$ cat src/rtl/i2ct_pkg.sv
package i2ct_pkg;

    // Protocol states of the target
    typedef enum logic [3:0] {
        ST_IDLE,
        ST_ADDR,
        ST_ADDR_ACK,
        ST_REG,
        ST_REG_ACK,
        ST_WDAT,
        ST_WDAT_ACK,
        ST_WCRC,
        ST_WCRC_ACK,
        ST_RDAT,
        ST_RDAT_MACK,
        ST_RCRC,
        ST_RCRC_MACK
    } st_e;

endpackage

$ cat src/rtl/i2ct_sync.sv
module i2ct_sync #(
    parameter int STAGES = 2
) (
    input  logic clk,
    input  logic rst_n,
    input  logic scl_i,
    input  logic sda_i,
    output logic scl_o,
    output logic sda_o,
    output logic scl_rise_o,
    output logic scl_fall_o,
    output logic start_o,
    output logic stop_o
);
    logic [STAGES-1:0] scl_d, scl_q, sda_d, sda_q;
    logic              sclp_d, sclp_q, sdap_d, sdap_q;

    always_comb begin
        scl_d  = {scl_q[STAGES-2:0], scl_i};
        sda_d  = {sda_q[STAGES-2:0], sda_i};
        sclp_d = scl_q[STAGES-1];
        sdap_d = sda_q[STAGES-1];
    end

    always_ff @(posedge clk or negedge rst_n) begin
        if (!rst_n) begin
            scl_q  <= '1;
            sda_q  <= '1;
            sclp_q <= 1'b1;
            sdap_q <= 1'b1;
        end else begin
            scl_q  <= scl_d;
            sda_q  <= sda_d;
            sclp_q <= sclp_d;
            sdap_q <= sdap_d;
        end
    end

    assign scl_o      = scl_q[STAGES-1];
    assign sda_o      = sda_q[STAGES-1];
    assign scl_rise_o = scl_o & ~sclp_q;
    assign scl_fall_o = ~scl_o & sclp_q;
    assign start_o    = scl_o & sclp_q & sdap_q & ~sda_o;
    assign stop_o     = scl_o & sclp_q & ~sdap_q & sda_o;

endmodule

$ cat src/rtl/i2ct_crc8.sv
module i2ct_crc8 #(
    parameter logic [7:0] POLY = 8'h07
) (
    input  logic [7:0] crc_i,
    input  logic [7:0] data_i,
    output logic [7:0] crc_o
);
    logic [7:0] acc;

    always_comb begin
        acc = crc_i ^ data_i;
        for (int i = 0; i < 8; i++) begin
            acc = acc[7] ? ((acc << 1) ^ POLY) : (acc << 1);
        end
        crc_o = acc;
    end

endmodule

$ cat src/rtl/i2ct_regbank.sv
module i2ct_regbank #(
    parameter int DEPTH = 8,
    parameter int DW    = 8,
    localparam int AW   = $clog2(DEPTH)
) (
    input  logic          clk,
    input  logic          rst_n,
    input  logic          we_i,
    input  logic [AW-1:0] waddr_i,
    input  logic [DW-1:0] wdata_i,
    input  logic [AW-1:0] raddr_i,
    output logic [DW-1:0] rdata_o
);
    logic [DW-1:0] mem_d [DEPTH];
    logic [DW-1:0] mem_q [DEPTH];

    always_comb begin
        mem_d = mem_q;
        if (we_i) mem_d[waddr_i] = wdata_i;
    end

    always_ff @(posedge clk or negedge rst_n) begin
        if (!rst_n) begin
            for (int i = 0; i < DEPTH; i++) mem_q[i] <= '0;
        end else begin
            mem_q <= mem_d;
        end
    end

    assign rdata_o = mem_q[raddr_i];

endmodule

$ cat src/rtl/i2ct_top.sv
module i2ct_top
    import i2ct_pkg::*;
#(
    parameter int         DEPTH       = 8,
    parameter int         TOW         = 16,
    parameter int         SYNC_STAGES = 2,
    parameter logic       CRC_RESET   = 1'b0,
    parameter logic [7:0] CRC_POLY    = 8'h07
) (
    input  logic           clk,
    input  logic           rst_n,
    input  logic           scl_i,
    input  logic           sda_i,
    output logic           sda_oe_o,
    input  logic [6:0]     dev_addr_i,
    input  logic           cfg_mode_i,
    input  logic           crc_en_i,
    input  logic           to_en_i,
    input  logic [TOW-1:0] to_limit_i
);
    localparam int AW = $clog2(DEPTH);

    typedef struct packed {
        st_e           st;
        logic [3:0]    cnt;
        logic [7:0]    sh;
        logic [7:0]    crc;
        logic [7:0]    wbuf;
        logic [AW-1:0] ptr;
        logic          oe;
        logic          rw;
        logic          mack;
        logic          upd;
        logic          crc_on;
        logic [TOW-1:0] to_cnt;
    } state_t;

    state_t r_q, r_d;

    logic scl_s, sda_s, scl_rise, scl_fall, start_det, stop_det;
    logic [7:0] crc_rx, crc_tx, rd_data, wdat;
    logic [AW-1:0] waddr;
    logic we, to_hit, load_tx;

    i2ct_sync #(.STAGES(SYNC_STAGES)) u_sync (
        .clk       (clk),
        .rst_n     (rst_n),
        .scl_i     (scl_i),
        .sda_i     (sda_i),
        .scl_o     (scl_s),
        .sda_o     (sda_s),
        .scl_rise_o(scl_rise),
        .scl_fall_o(scl_fall),
        .start_o   (start_det),
        .stop_o    (stop_det)
    );

    i2ct_crc8 #(.POLY(CRC_POLY)) u_crc_rx (
        .crc_i (r_q.crc),
        .data_i(r_q.sh),
        .crc_o (crc_rx)
    );

    i2ct_crc8 #(.POLY(CRC_POLY)) u_crc_tx (
        .crc_i (r_q.crc),
        .data_i(rd_data),
        .crc_o (crc_tx)
    );

    i2ct_regbank #(.DEPTH(DEPTH), .DW(8)) u_bank (
        .clk    (clk),
        .rst_n  (rst_n),
        .we_i   (we),
        .waddr_i(waddr),
        .wdata_i(wdat),
        .raddr_i(r_q.ptr),
        .rdata_o(rd_data)
    );

    always_comb begin
        r_d     = r_q;
        we      = 1'b0;
        waddr   = r_q.ptr;
        wdat    = r_q.sh;
        load_tx = 1'b0;

        // configuration: new CRC setting loads on exit from update mode
        r_d.upd = cfg_mode_i;
        if (r_q.upd && !cfg_mode_i) r_d.crc_on = crc_en_i;

        // SCL-low inactivity timer
        to_hit = to_en_i && !scl_s && (r_q.to_cnt == to_limit_i);
        if (!to_en_i || scl_s) begin
            r_d.to_cnt = '0;
        end else if (r_q.to_cnt != to_limit_i) begin
            r_d.to_cnt = r_q.to_cnt + 1'b1;
        end

        if (to_hit || stop_det) begin
            r_d.st  = ST_IDLE;
            r_d.oe  = 1'b0;
            r_d.crc = '0;
            r_d.cnt = '0;
        end else if (start_det) begin
            r_d.st  = ST_ADDR;
            r_d.oe  = 1'b0;
            r_d.cnt = '0;
        end else begin
            unique case (r_q.st)
                ST_IDLE: ;

                ST_ADDR, ST_REG, ST_WDAT, ST_WCRC: begin
                    if (scl_rise && r_q.cnt != 4'd8) begin
                        r_d.sh  = {r_q.sh[6:0], sda_s};
                        r_d.cnt = r_q.cnt + 1'b1;
                    end else if (scl_fall && r_q.cnt == 4'd8) begin
                        r_d.cnt = '0;
                        r_d.oe  = 1'b1;
                        unique case (r_q.st)
                            ST_ADDR: begin
                                if (r_q.sh[7:1] == dev_addr_i) begin
                                    r_d.rw  = r_q.sh[0];
                                    r_d.crc = crc_rx;
                                    r_d.st  = ST_ADDR_ACK;
                                end else begin
                                    r_d.oe  = 1'b0;
                                    r_d.crc = '0;
                                    r_d.st  = ST_IDLE;
                                end
                            end
                            ST_REG: begin
                                r_d.ptr = r_q.sh[AW-1:0];
                                r_d.crc = crc_rx;
                                r_d.st  = ST_REG_ACK;
                            end
                            ST_WDAT: begin
                                r_d.st = ST_WDAT_ACK;
                                if (r_q.crc_on) begin
                                    r_d.wbuf = r_q.sh;
                                    r_d.crc  = crc_rx;
                                end else begin
                                    we      = 1'b1;
                                    wdat    = r_q.sh;
                                    r_d.ptr = r_q.ptr + 1'b1;
                                    r_d.crc = '0;
                                end
                            end
                            default: begin
                                r_d.crc = '0;
                                if (r_q.sh == r_q.crc) begin
                                    we      = 1'b1;
                                    wdat    = r_q.wbuf;
                                    r_d.ptr = r_q.ptr + 1'b1;
                                    r_d.st  = ST_WCRC_ACK;
                                end else begin
                                    r_d.oe = 1'b0;
                                    r_d.st = ST_IDLE;
                                end
                            end
                        endcase
                    end
                end

                ST_ADDR_ACK, ST_REG_ACK, ST_WDAT_ACK, ST_WCRC_ACK: begin
                    if (scl_fall) begin
                        r_d.oe  = 1'b0;
                        r_d.cnt = '0;
                        unique case (r_q.st)
                            ST_ADDR_ACK: begin
                                if (r_q.rw) load_tx = 1'b1;
                                else        r_d.st  = ST_REG;
                            end
                            ST_REG_ACK:  r_d.st = ST_WDAT;
                            ST_WDAT_ACK: r_d.st = r_q.crc_on ? ST_WCRC : ST_WDAT;
                            default:     r_d.st = ST_WDAT;
                        endcase
                    end
                end

                ST_RDAT, ST_RCRC: begin
                    if (scl_fall) begin
                        if (r_q.cnt == 4'd7) begin
                            r_d.oe  = 1'b0;
                            r_d.cnt = '0;
                            r_d.st  = (r_q.st == ST_RDAT) ? ST_RDAT_MACK : ST_RCRC_MACK;
                        end else begin
                            r_d.sh  = {r_q.sh[6:0], 1'b0};
                            r_d.oe  = ~r_q.sh[6];
                            r_d.cnt = r_q.cnt + 1'b1;
                        end
                    end
                end

                ST_RDAT_MACK, ST_RCRC_MACK: begin
                    if (scl_rise) begin
                        r_d.mack = sda_s;
                    end else if (scl_fall) begin
                        if (r_q.mack) begin
                            r_d.st  = ST_IDLE;
                            r_d.oe  = 1'b0;
                            r_d.crc = '0;
                        end else if (r_q.st == ST_RDAT_MACK && r_q.crc_on) begin
                            r_d.sh  = r_q.crc;
                            r_d.oe  = ~r_q.crc[7];
                            r_d.crc = '0;
                            r_d.cnt = '0;
                            r_d.st  = ST_RCRC;
                        end else begin
                            load_tx = 1'b1;
                        end
                    end
                end

                default: begin
                    r_d.st = ST_IDLE;
                    r_d.oe = 1'b0;
                end
            endcase
        end

        // fetch the next read byte, fold it into the CRC, advance pointer
        if (load_tx) begin
            r_d.sh  = rd_data;
            r_d.crc = crc_tx;
            r_d.ptr = r_q.ptr + 1'b1;
            r_d.oe  = ~rd_data[7];
            r_d.cnt = '0;
            r_d.st  = ST_RDAT;
        end
    end

    always_ff @(posedge clk or negedge rst_n) begin
        if (!rst_n) begin
            r_q        <= '0;
            r_q.st     <= ST_IDLE;
            r_q.crc_on <= CRC_RESET;
        end else begin
            r_q <= r_d;
        end
    end

    assign sda_oe_o = r_q.oe;

    // STOP always leaves SDA released
    a_r12_stop_release: assert property (@(posedge clk) disable iff (!rst_n)
        stop_det |=> !r_q.oe);

    // the target only begins to pull SDA while SCL is low
    a_r12_drive_in_low: assert property (@(posedge clk) disable iff (!rst_n)
        $rose(r_q.oe) |-> !scl_s);

    // an expired timer frees SDA and idles the state machine
    a_r11_timeout_idle: assert property (@(posedge clk) disable iff (!rst_n)
        to_hit |=> (!r_q.oe && r_q.st == ST_IDLE));

    // the CRC setting holds unless update mode is being left
    a_r10_crc_hold: assert property (@(posedge clk) disable iff (!rst_n)
        !(r_q.upd && !cfg_mode_i) |=> $stable(r_q.crc_on));

    // each committed byte moves the pointer on by one
    a_r3_ptr_step: assert property (@(posedge clk) disable iff (!rst_n)
        we |=> (r_q.ptr == AW'($past(r_q.ptr) + 1'b1)));

endmodule

$ cat config.mk
export PLATFORM = sky130hd
export DESIGN_NAME = i2ct_top
export DESIGN_NICKNAME = d
export VERILOG_FILES = /design/src/rtl/i2ct_pkg.sv /design/src/rtl/i2ct_sync.sv /design/src/rtl/i2ct_crc8.sv /design/src/rtl/i2ct_regbank.sv /design/src/rtl/i2ct_top.sv
export SDC_FILE = /design/constraint.sdc
export NUM_CORES = 1
export LEC_CHECK = 0
export BUFFER_PORTS_ARGS = -buffer_cell sky130_fd_sc_hd__buf_4
export CAP_MARGIN = 30
export CORE_MARGIN = 2
export CORE_UTILIZATION = 35
export DETAILED_ROUTE_END_ITERATION = 10
export GPL_ROUTABILITY_DRIVEN = 1
export PLACE_DENSITY = 0.47
export RECOVER_POWER = 100
export SYNTH_ARGS = -nofsm -noshare
export SYNTH_HDL_FRONTEND = slang
export SYNTH_SLANG_ARGS = --single-unit
$ cat constraint.sdc
create_clock -name clk -period 3.2 [get_ports clk]
set_input_delay 0.48 -clock clk [delete_from_list [all_inputs] [get_ports clk]]
set_output_delay 0.48 -clock clk [all_outputs]
set_load 0.02 [all_outputs]
==> flow_summary.yaml <==
outcome:
  status: "completed"
grt:
  grt_max_degree: 56
  grt_pass1_wl_um: 31500
  grt_pass1_vias: 5588
  antenna_found_initial: 0
  grt_usage: 0.188
  grt-ovfl-total: 0
floorplanning:
  fp.coreArea_mm2: 0.0202
  die_h_um: 147
  start_util: 0.355
  num_rows: 52
  die_w_um: 147
  ios: 31
  dieArea_mm2: 0.0216
placement:
  io_buffers: 30
  place_ws_ps: 103
  hpwl_um: 13900
  gp_congestion: 0.882
  dpl.cell_count: 1040
worst_setup_path:
  path_class: "register to register"
  crit_required_ps: 3500
  path_max_fanout: 24
  end_kind: "register"
  worstPathArrival_ps: 3300
  worstRegToRegCells: 7
  startpoint_type: "register"
sta:
  hold_violations: 0
  min_period_ps: 2990
  setup_viol: 0
  clock.fmax_ghz: 0.334
  finalSetupTns_ps: 0
  skew_ps: 12.9
  rsz0062_at_grt: "no"
  slew_headroom: 0.0600
  drv_slew: 0
  post-route-period-util: 0.936
  tightest_slew_ps: 1410
  setup_slack_ps: 205
detailed_routing:
  ant_nets: 0
  vias: 5544
  drc: 0
  routedWlPerCell_um: 18.2
  drt_pass1_iterations: 5
  routed_wirelength_um: 19500
  vias_per_cell: 5.18
  drtIter0Drc: 324
cts:
  clock_latency_ps: 420
  cts_tree: "yes"
  cts_htree_levels: 4
  cts-root-buf: "clkbuf_16"
  cts_made_buffers: 17
  cts_buffer_depth: 2
  clock-sinks: 126
  cts_setup_buffers: 0
  clkSlewWorstSetupHoldPaths_ps: 60
run:
  drv_cap: 0
hold_path:
  min_path_type: "input pin to register"
  hold_depth: 1
yosys:
  yosys.area.top_type: "dfrtp_1"
  yosysWarnings: 0
  synth_cell_type_count: 69
  synth_area_mm2: 0.00715
  ys_seq_area_frac: 0.442
  synthCells: 730
  synth_top_area_frac: 0.420
  synth_edf_count: 0
  syn_avg_cell_area_um2: 9.80
  async_flop_share: 1.00
  ys_ff_latch: 126
  synthFlopType: "dfrtp_1"
  ys_top_cells_by_area: "dfrtp_1 42%, nand2_1 6.0%, xnor2_1 5.3%"
  syn_nets: 767
finish:
  area_growth_syn_to_layout_pct: 18.1
  layout-drive-gt1-share: 0.196
  num_antenna_cells: 0
  layout.nets: 826
  finalNonFillerCells: 1071
power_and_ir_drop:
  peakVddDrop_mv: 0.356
  pwr_density_cell_mw_per_mm2: 773
  leakage_uw: 0.00363
-- layout make-up --
type                    count  area [um2]
flip-flops and latches    126        3160
fillers                  1979       11700
multi-input cells         555        3760
clock inverters            11         110
well taps                 270         338
inverters                  10        37.5
clock buffers              20         467
repair buffers             79         574
-- critical path: stages (launching register included) --
cell      delay, ps
dfrtp_1         770
o211ai_1        300
a21o_1          290
o21bai_2        200
clkbuf_2        320
a211oi_4        290
clkbuf_2        320
mux2_2          380
-- worst paths after layout --
check / startpoint / end / slack (ps)
worst max-delay path: r_q[55]$_DFFE_PN0P_ / r_q[43]$_DFFE_PN0P_ / 210
max in group asynchronous: rst_n / u_bank.mem_q[14]$_DFFE_PN0P_ / 820
min in group asynchronous: rst_n / r_q[9]$_DFFE_PN0P_ / 340
worst max register to register: r_q[55]$_DFFE_PN0P_ / r_q[43]$_DFFE_PN0P_ / 210
worst min-delay path: scl_i / u_sync.scl_q[0]$_DFF_PN1_ / 170
worst min register to register: u_sync.sda_q[0]$_DFF_PN1_ / u_sync.sda_q[1]$_DFF_PN1_ / 360
-- cell usage in the layout (no fill, tap or decap), types with 5 or more instances in the layout --
cell type    n
inv_1       10
nand4b_1     5
clkbuf_16   17
o21ai_0     80
o21ai_1     12
a22oi_1      6
nand2_1    115
mux4_2       8
clkbuf_2    13
nor2b_1      8
nor2_1      45
dfrtp_1    120
buf_4       58
nor3_1      10
mux2i_1     18
ha_1         7
mux2_2      22
a21oi_1     14
nand3_1     24
o211ai_1     6
xor2_1      36
nand2b_1     7
xnor2_1     43
-- metal layers --
metal | global-route usage | wire, um
met3 | 0.0394 | 776
met4 | 0.0510 | 294
met1 | 0.258 | 9230
met2 | 0.304 | 9200
met5 | 0 | 0
-- power by group --
part	switching [uW]	leakage, uW	internal, uW
Clock	762	0.000275	1130
Sequential	349	0.00171	1730
Combinational	1400	0.00164	1150
-- logic make-up (layout without fill, tap and decap cells) --
logic type | after synthesis | after routing | synth area share
muxes | 55 | 55 | 0.107
and+or+nand+nor | 253 | 253 | 0.170
adders and majority gates | 8 | 8 | 0.0136
AOI/OAI and AO/OA | 159 | 159 | 0.137
DFF | 126 | 126 | 0.442
buffers and inverters | 49 | 120 | 0.0318
xor gates and xnor gates | 80 | 80 | 0.0990
-- stage by stage --
step,util,power (uW),hold WS [ps],cell area [um2]
2_1_floorplan,-,3890,184,7150
3_3_place_gp,0.393,4670,350,7930
3_5_place_dp,0.393,4670,348,7930
4_1_cts,0.422,6620,124,8510
5_1_grt,0.419,6930,151,8450
6_report,0.419,6530,168,8450
-- cell usage after synthesis, types with 5 or more instances --
| master | count |
|---|---|
| dfrtp_1 | 120 |
| nand2_1 | 115 |
| o21ai_0 | 69 |
| nor2_1 | 45 |
| xnor2_1 | 43 |
| xor2_1 | 36 |
| nand3_1 | 24 |
| o21ai_1 | 23 |
| mux2_2 | 22 |
| mux2i_1 | 18 |
| buf_2 | 17 |
| clkbuf_1 | 15 |
| a21oi_1 | 14 |
| inv_1 | 10 |
| nor3_1 | 9 |
| mux4_2 | 8 |
| nor2b_1 | 8 |
| ha_1 | 7 |
| nand2b_1 | 7 |
| a22oi_1 | 6 |
| dfstp_2 | 6 |
| o211ai_1 | 6 |
| nand4b_1 | 5 |
-- sequential cells by signal, indices dropped and copies added, names as in the netlist --
signal and flops:
u_bank.mem_q 64, r_q 52, waddr 3, u_sync.scl_q 2, u_sync.sda_q 2, sda_oe_o 1, u_sync.sclp_q 1, u_sync.sdap_q 1
-- repair_timing --
item                                    4_1_cts  5_1_grt
endpoints found under the hold margin         0        0
hold buffers                                  0        0
gates resized for setup                       0        3
endpoints found under the setup margin        0       24
No activity file was read; power rests on OpenSTA's default activity.
